`config.mk`:
```
export PLATFORM = sky130hd
export DESIGN_NAME = ctrl_seq
export DESIGN_NICKNAME = d
export VERILOG_FILES = /design/src/rtl/ctrl_seq_pkg.sv /design/src/rtl/ctrl_seq_rst_sync.sv /design/src/rtl/ctrl_seq_next.sv /design/src/rtl/ctrl_seq_out.sv /design/src/rtl/ctrl_seq.sv
export SDC_FILE = /design/constraint.sdc
export NUM_CORES = 1
export LEC_CHECK = 0
export ABC_AREA = 1
export BUFFER_PORTS_ARGS = -buffer_cell sky130_fd_sc_hd__buf_4
export CAP_MARGIN = 20
export CORE_AREA = 2 2 39 41
export CTS_BUF_LIST = sky130_fd_sc_hd__clkbuf_8
export DETAILED_ROUTE_END_ITERATION = 8
export DIE_AREA = 0 0 41 43
export GPL_TIMING_DRIVEN = 1
export PLACE_DENSITY = 0.79
export SYNTH_ARGS = -nofsm -noshare
export SYNTH_HDL_FRONTEND = slang
export SYNTH_HIERARCHICAL = 1
export SYNTH_SLANG_ARGS = --single-unit
```
`constraint.sdc`:
```
create_clock -name clk -period 1 [get_ports clk]
set_input_delay 0.2 -clock clk [delete_from_list [all_inputs] [get_ports clk]]
set_output_delay 0.2 -clock clk [all_outputs]
set_load 0.005 [all_outputs]
```
`src/rtl/ctrl_seq_pkg.sv`:
```
package ctrl_seq_pkg;

  localparam int NREG = 7;

  typedef enum logic [3:0] {
    ST_F_ADDR  = 4'd0,
    ST_F_INC   = 4'd1,
    ST_F_WAIT  = 4'd2,
    ST_F_IR    = 4'd3,
    ST_DEC     = 4'd4,
    ST_X_ADDR  = 4'd5,
    ST_X_WAIT  = 4'd6,
    ST_X_Y     = 4'd7,
    ST_X_SUM   = 4'd8,
    ST_X_WB    = 4'd9,
    ST_NOP_END = 4'd10
  } seq_state_e;

  typedef enum logic [2:0] {
    RG_PC  = 3'd0,
    RG_MAR = 3'd1,
    RG_MDR = 3'd2,
    RG_IR  = 3'd3,
    RG_Y   = 3'd4,
    RG_Z   = 3'd5,
    RG_R1  = 3'd6
  } reg_id_e;

  typedef enum logic [1:0] {
    ALU_NONE = 2'd0,
    ALU_ADD  = 2'd1,
    ALU_INC  = 2'd2
  } alu_op_e;

  typedef struct packed {
    logic            drv_vld;
    reg_id_e         drv_id;
    logic [NREG-1:0] ld;
    logic            rd;
    alu_op_e         alu;
    logic            fin;
  } ctrl_word_t;

endpackage

```
`src/rtl/ctrl_seq_rst_sync.sv`:
```
module ctrl_seq_rst_sync #(
  parameter int STAGES = 2
) (
  input  logic clk,
  input  logic arst_n,
  output logic srst_n
);

  logic [STAGES-1:0] chain;

  always_ff @(posedge clk or negedge arst_n) begin
    if (!arst_n) chain <= '0;
    else         chain <= (chain << 1) | STAGES'(1);
  end

  assign srst_n = chain[STAGES-1];

endmodule

```
`src/rtl/ctrl_seq_next.sv`:
```
module ctrl_seq_next
  import ctrl_seq_pkg::*;
#(
  parameter int N_INS    = 4,
  parameter int ADD_LINE = 0
) (
  input  seq_state_e       cur,
  input  logic             mem_done,
  input  logic [N_INS-1:0] ins_line,
  output seq_state_e       nxt
);

  logic any_line;
  logic take_add;

  assign any_line = |ins_line;
  assign take_add = any_line & ins_line[ADD_LINE];

  always_comb begin
    nxt = ST_F_ADDR;
    case (cur)
      ST_F_ADDR:  nxt = ST_F_INC;
      ST_F_INC:   nxt = ST_F_WAIT;
      ST_F_WAIT:  nxt = mem_done ? ST_F_IR : ST_F_WAIT;
      ST_F_IR:    nxt = ST_DEC;
      ST_DEC:     nxt = take_add ? ST_X_ADDR : ST_NOP_END;
      ST_X_ADDR:  nxt = ST_X_WAIT;
      ST_X_WAIT:  nxt = mem_done ? ST_X_Y : ST_X_WAIT;
      ST_X_Y:     nxt = ST_X_SUM;
      ST_X_SUM:   nxt = ST_X_WB;
      ST_X_WB:    nxt = ST_F_ADDR;
      ST_NOP_END: nxt = ST_F_ADDR;
      default:    nxt = ST_F_ADDR;
    endcase
  end

endmodule

```
`src/rtl/ctrl_seq_out.sv`:
```
module ctrl_seq_out
  import ctrl_seq_pkg::*;
(
  input  seq_state_e      cur,
  input  logic            live,
  output logic [NREG-1:0] drv_en,
  output logic [NREG-1:0] ld_en,
  output logic            mem_rd,
  output logic [1:0]      alu_op,
  output logic            end_flag
);

  ctrl_word_t w;

  function automatic logic [NREG-1:0] bit_of(reg_id_e r);
    logic [NREG-1:0] v;
    v = '0;
    v[r] = 1'b1;
    return v;
  endfunction

  always_comb begin
    w = '{drv_vld: 1'b0, drv_id: RG_PC, ld: '0, rd: 1'b0, alu: ALU_NONE, fin: 1'b0};
    case (cur)
      ST_F_ADDR: begin
        w.drv_vld = 1'b1; w.drv_id = RG_PC;
        w.ld  = bit_of(RG_MAR) | bit_of(RG_Z);
        w.rd  = 1'b1;
        w.alu = ALU_INC;
      end
      ST_F_INC: begin
        w.drv_vld = 1'b1; w.drv_id = RG_Z;
        w.ld = bit_of(RG_PC);
      end
      ST_F_IR: begin
        w.drv_vld = 1'b1; w.drv_id = RG_MDR;
        w.ld = bit_of(RG_IR);
      end
      ST_X_ADDR: begin
        w.drv_vld = 1'b1; w.drv_id = RG_IR;
        w.ld = bit_of(RG_MAR);
        w.rd = 1'b1;
      end
      ST_X_Y: begin
        w.drv_vld = 1'b1; w.drv_id = RG_R1;
        w.ld = bit_of(RG_Y);
      end
      ST_X_SUM: begin
        w.drv_vld = 1'b1; w.drv_id = RG_MDR;
        w.ld  = bit_of(RG_Z);
        w.alu = ALU_ADD;
      end
      ST_X_WB: begin
        w.drv_vld = 1'b1; w.drv_id = RG_Z;
        w.ld  = bit_of(RG_R1);
        w.fin = 1'b1;
      end
      ST_NOP_END: w.fin = 1'b1;
      default: ;
    endcase
  end

  for (genvar i = 0; i < NREG; i++) begin : g_en
    assign drv_en[i] = live & w.drv_vld & (w.drv_id == 3'(i));
    assign ld_en[i]  = live & w.ld[i];
  end

  assign mem_rd   = live & w.rd;
  assign alu_op   = live ? w.alu : ALU_NONE;
  assign end_flag = live & w.fin;

endmodule

```
`src/rtl/ctrl_seq.sv`:
```
module ctrl_seq
  import ctrl_seq_pkg::*;
#(
  parameter int N_INS       = 4,
  parameter int ADD_LINE    = 0,
  parameter int SYNC_STAGES = 2
) (
  input  logic             clk,
  input  logic             rst_n,
  input  logic             mem_done,
  input  logic [N_INS-1:0] ins_line,
  output logic [NREG-1:0]  drv_en,
  output logic [NREG-1:0]  ld_en,
  output logic             mem_rd,
  output logic [1:0]       alu_op,
  output logic             end_flag
);

  logic       srst_n;
  seq_state_e state;
  seq_state_e state_nxt;

  ctrl_seq_rst_sync #(.STAGES(SYNC_STAGES)) u_rst (
    .clk    (clk),
    .arst_n (rst_n),
    .srst_n (srst_n)
  );

  ctrl_seq_next #(.N_INS(N_INS), .ADD_LINE(ADD_LINE)) u_next (
    .cur      (state),
    .mem_done (mem_done),
    .ins_line (ins_line),
    .nxt      (state_nxt)
  );

  always_ff @(posedge clk or negedge srst_n) begin
    if (!srst_n) state <= ST_F_ADDR;
    else         state <= state_nxt;
  end

  ctrl_seq_out u_out (
    .cur      (state),
    .live     (srst_n),
    .drv_en   (drv_en),
    .ld_en    (ld_en),
    .mem_rd   (mem_rd),
    .alu_op   (alu_op),
    .end_flag (end_flag)
  );

  assert_wait_holds_R4: assert property (@(posedge clk) disable iff (!srst_n)
    (state == ST_F_WAIT && !mem_done) |=> (state == ST_F_WAIT && $stable(drv_en) && $stable(ld_en)));

  assert_one_driver_R9: assert property (@(posedge clk) disable iff (!srst_n)
    $onehot0(drv_en));

  assert_end_to_fetch_R8: assert property (@(posedge clk) disable iff (!srst_n)
    end_flag |=> (state == ST_F_ADDR));

  assert_r1_write_ends_R8: assert property (@(posedge clk) disable iff (!srst_n)
    ld_en[RG_R1] |-> end_flag);

  assert_no_exec_without_line_R6: assert property (@(posedge clk) disable iff (!srst_n)
    (state == ST_DEC && !ins_line[ADD_LINE]) |=> (state == ST_NOP_END));

  assert_read_loads_mar_R7: assert property (@(posedge clk) disable iff (!srst_n)
    mem_rd |-> ld_en[RG_MAR]);

endmodule

```
# Word level (Yosys, flattened, before mapping)
# Cells that the tools add are included.
# totals
regBits,6
inputBits,7
output_inout_bits,18
word_cells,50
# classes
eq_ne,16
muxes,9
bitwise,18
reduce_logical,5
# op_table
operator,count
one-hot mux 11 bit (7 select lines),1
one-hot mux 4 bit (9 select lines),1
AND 1 bit,18
"equality test 4 x 3 -> 1 bit, second input constant",4
"equality test 4 bit, second input constant",3
"equality test 3 bit, second input constant",3
"equality test 4 x 2 -> 1 bit, second input constant",2
"equality test 3 x 2 -> 1 bit, second input constant",2
"equality test 4 x 1 -> 1 bit, second input constant",1
logical NOT 4 bit,1
two-way mux 1 bit,4
two-way mux 4 bit,1
one-hot mux 2 bit (2 select lines),1
OR reduction 2 bit,2
OR reduction 4 bit,1
"equality test 3 x 1 -> 1 bit, second input constant",1
logical NOT 3 bit,1
two-way mux 2 bit,1

# Logic depth before layout (Yosys ltp)
# depth
word_depth,4
ltp_mapped,6

# By module
# The synthesis kept the hierarchy.
# by_module_without_submodules
module,instances,cells_each,area_per_inst_um2,seq_area_each_um2
ctrl_seq_out,1,41,197.7,0.0
ctrl_seq_next,1,28,118.9,0.0
ctrl_seq,1,4,100.1,100.1
ctrl_seq_rst_sync,1,3,53.8,50.0

# Worst setup path after synthesis
# Ideal clock, no wire load.
# synth_path
path_type,reg-to-output
startpoint,reg state[1]
endpoint,out ld_en[1]
arrival_time_ns,0.957
required_ns,0.800
setup_slack_ns,-0.157
stages_incl_launch_ff,4
n_path_buf,0
cell_sequence,dfrtp_1 nor2_1 nand3_1 a21oi_1
# synth_via
elab_chain_cells,3
# synth_rtl
item,line_no,text
from (decl),ctrl_seq.sv:20,seq_state_e state;
from (signal assigned),ctrl_seq.sv:38,else state <= state_nxt;
equality test 4 bit (tied with other cells),ctrl_seq_out.sv:24,case (cur)
one-hot mux 11 bit (7 select lines) *,ctrl_seq_out.sv:24,
AND 1 bit *,ctrl_seq_out.sv:65,assign ld_en[i] = live & w.ld[i];
to (decl),ctrl_seq.sv:13,"output logic [NREG-1:0] ld_en,"
# Every way passes the cells marked *; elsewhere a longest branch is shown, timed or not.

# Worst setup path in the final report
# layout_path
startpoint,reg state[0]
endpoint,out drv_en[2]
# layout_via
elab_chain_cells,4
# layout_rtl
item,line_no,text
equality test 4 bit (tied with other cells),ctrl_seq_out.sv:24,
one-hot mux 11 bit (7 select lines) *,ctrl_seq_out.sv:24,
equality test 3 x 2 -> 1 bit / AND 1 bit (equally long branches),ctrl_seq_out.sv:64,assign drv_en[i] = live & w.drv_vld & (w.drv_id == 3'(i));
AND 1 bit *,ctrl_seq_out.sv:64,
to (decl),ctrl_seq.sv:12,"output logic [NREG-1:0] drv_en,"
# Marks and branches as above.

==> out/metrics.yaml <==
status: "finished, violations left"
violations: "negative setup slack"
seq_area_frac_synth: 0.319
tritoncts: "built"
finalSetupViolations: 19
nets: 125
htree_num_levels: 1
ys_warn_count: 6
synth_area_leader_cell: "dfrtp_1"
cp_slowest_cell: "dfrtp_2"
crit_fanout: 7
synth_area_um2: 470
pwr-share-comb: 0.696
setup.worst_path.start: "state[0]"
worstPathRequired_ns: 0.80
synthTopCellsByArea: "dfrtp_1 32%, nand2_1 14%, nand3_1 11%, inv_1 8.8%, nor3_1 7.4%"
synth_cell_type_count: 16
routedWlPerCell_um: 11.7
first_pass_iters: 4
area_growth_pct: 110
placementRows: 14
antenna_left: 0
core_um2: 1380
seqCellArea_um2: 154
hold_class: "primary input to flip-flop"
multi_input_area_um2: 412
end_kind: "output pin"
ir_drop_v: 0.00141
start_util: 0.340
drt_wl_total_um: 1550
die_y_um: 43
drv_slew: 0
grt_max_degree: 8
via_per_inst: 4.72
critical_path_class: "flip-flop to output pin"
setup-tns-final_ns: -6.65
power_frac_seq: 0.183
regToRegStartpoint: "state[0]"
die-area_um2: 1760
vias: 623
cts_buffers: 3
p_int_mw: 1.55
synth.top_cells.by_count: "18 x nand2_1, 11 x inv_1, 10 x nand3_1, 7 x nor3_1, 6 x dfrtp_1"
dpl_cell_area_um2: 749
path_clk_slew_ns: 0.03
cts_num_sinks: 6
hold_violations: 0
rsz0062_at_grt: "yes"
synthCells: 76
hold_path_startpoint: "ins_line[0]"
clk_latency_ns: 0.22
drc_errors: 0
ios: 25
fmax_mhz: 682
ys_async_sr_fraction: 1.00
ys.flop_type: "dfrtp_1"
fin_area_um2: 988
fillers: 105
cts-root-buf: "clkbuf_8"
dp.final_hpwl_um: 957
p_switching_mw: 1.32
post-route-util: 0.714
grt_pass1_wl_um: 2260
gp_congestion: 0.732
layout_setup_ws_ns: -0.466
p_per_area_nw_per_um2: 2900
switching_share: 0.459
n_antenna_cell: 0
clock_skew_ns: 0.00343
synth.most_common_cell: "nand2_1"
antenna_found_initial: 0
die_width_um: 41
drive_gt1_frac: 0.664
cp_slowest_stage_delay_ns: 0.48
cp_cell_sequence: "inv_2 -> nor2_4 -> nand2_1 -> nand2_1 -> nor2_1 -> buf_4"
cp-start-kind: "flip-flop"
yosysTopAreaCellShare: 0.319
synth-edff-count: 0
grt_pass1_vias: 573
clkPwrFrac: 0.121
avgSynthCellArea_um2: 6.19
p_leak_nw: 0.485
portBuffers: 18
grt_overflow: 0
drt-initial-drc-count: 2
worstPathArrival_ns: 1.27
track_usage: 0.187
clock_path_buffers: 2
total_power_mw: 2.87
fin_crit_ns: 1.47
period_share: 1.47
maxCapViolations: 0
ys_ff_latch: 6
critPathMostFrequentCell: "nand2_1"
==> state kept, by name (all words and copies together), names as in the netlist <==
signal	cells
state	4
u_rst/chain	2
==> stage by stage <==
| stage | instances | hold WS (ns) | setup slack [ns] |
|---|---|---|---|
| after CTS | 128 | 0.251 | -0.433 |
| after floorplan | 78 | -0.0956 | -0.0880 |
| after global routing | 132 | 0.252 | -0.526 |
| after detailed placement | 120 | -0.0159 | -0.241 |
| final | 132 | 0.249 | -0.466 |
| after global placement | 120 | -0.0178 | -0.213 |
==> routing by layer <==
layer | vias to the layer above | GRT usage | share of wire
met1 | 285 | 0.189 | 0.38
met2 | 23 | 0.328 | 0.54
met4 | 0 | 0.0600 | 0.010
met3 | 2 | 0.0681 | 0.068
met5 | - | 0 | 0
li1 | 313 | - | -
==> cell usage in the layout, fill, tap and decap left out, drive strengths merged <==
cell type,instances
dlygate4sd3,1
nand2,19
clkbuf,3
nor3,7
o21ai,1
nor4,2
inv,13
a21oi,3
nand3,10
buf,38
conb,4
dfrtp,6
nor3b,1
nor2,8
==> critical path: cells and delay by family (launching register included) <==
| family | cells | cell delay [ns] |
|---|---|---|
| flops | 1 | 0.48 |
| buf+inv | 2 | 0.26 |
| simple gates | 4 | 0.31 |
==> layout make-up <==
| cell class | count | share of cell area |
|---|---|---|
| clock buffer | 3 | 0.0418 |
| inverter | 13 | 0.0519 |
| multi-input combinational | 55 | 0.416 |
| sequential | 6 | 0.156 |
| tap | 16 | 0.0203 |
| timing repair buffer | 39 | 0.314 |
==> what timing repair did <==
action | in CTS | in global routing
endpoints found under the setup margin | 19 | 19
gates resized for setup | 17 | 13
hold buffers | 1 | 0
setup buffers | 4 | 4
gates cloned | 0 | 0
hold endpoints to repair | 2 | 0
pin swaps | 3 | 5
==> power by group through the flow <==
stage | logic [mW] | clock network (mW) | registers, mW
after detailed placement | 1.40 | 0 | 0.490
after global placement | 1.36 | 0 | 0.485
after CTS | 1.67 | 0.360 | 0.505
final | 2.00 | 0.348 | 0.526
after floorplan | 0.754 | 0 | 0.513
after global routing | 2.18 | 0.382 | 0.544
==> worst paths after layout <==
kind / to / slack [ns] / cells past startpoint
max: drv_en[2] / -0.47 / 6
min: state[0] / 0.25 / 3
min reg2reg: state[1] / 0.28 / 2
min in group asynchronous: state[1] / 0.28 / 2
max in group asynchronous: u_rst/chain[0] / 0.60 / 2
max reg2reg: state[2] / -0.18 / 7
==> cells by family after synthesis <==
kind of cell,after synthesis,share of synthesized area
flip-flops,6,0.319
buffers and inverters,17,0.162
other,2,0.0160
AND/OR/NAND/NOR,47,0.460
AO/OA/AOI/OAI,4,0.0425
(Power assumes the default switching activity.)
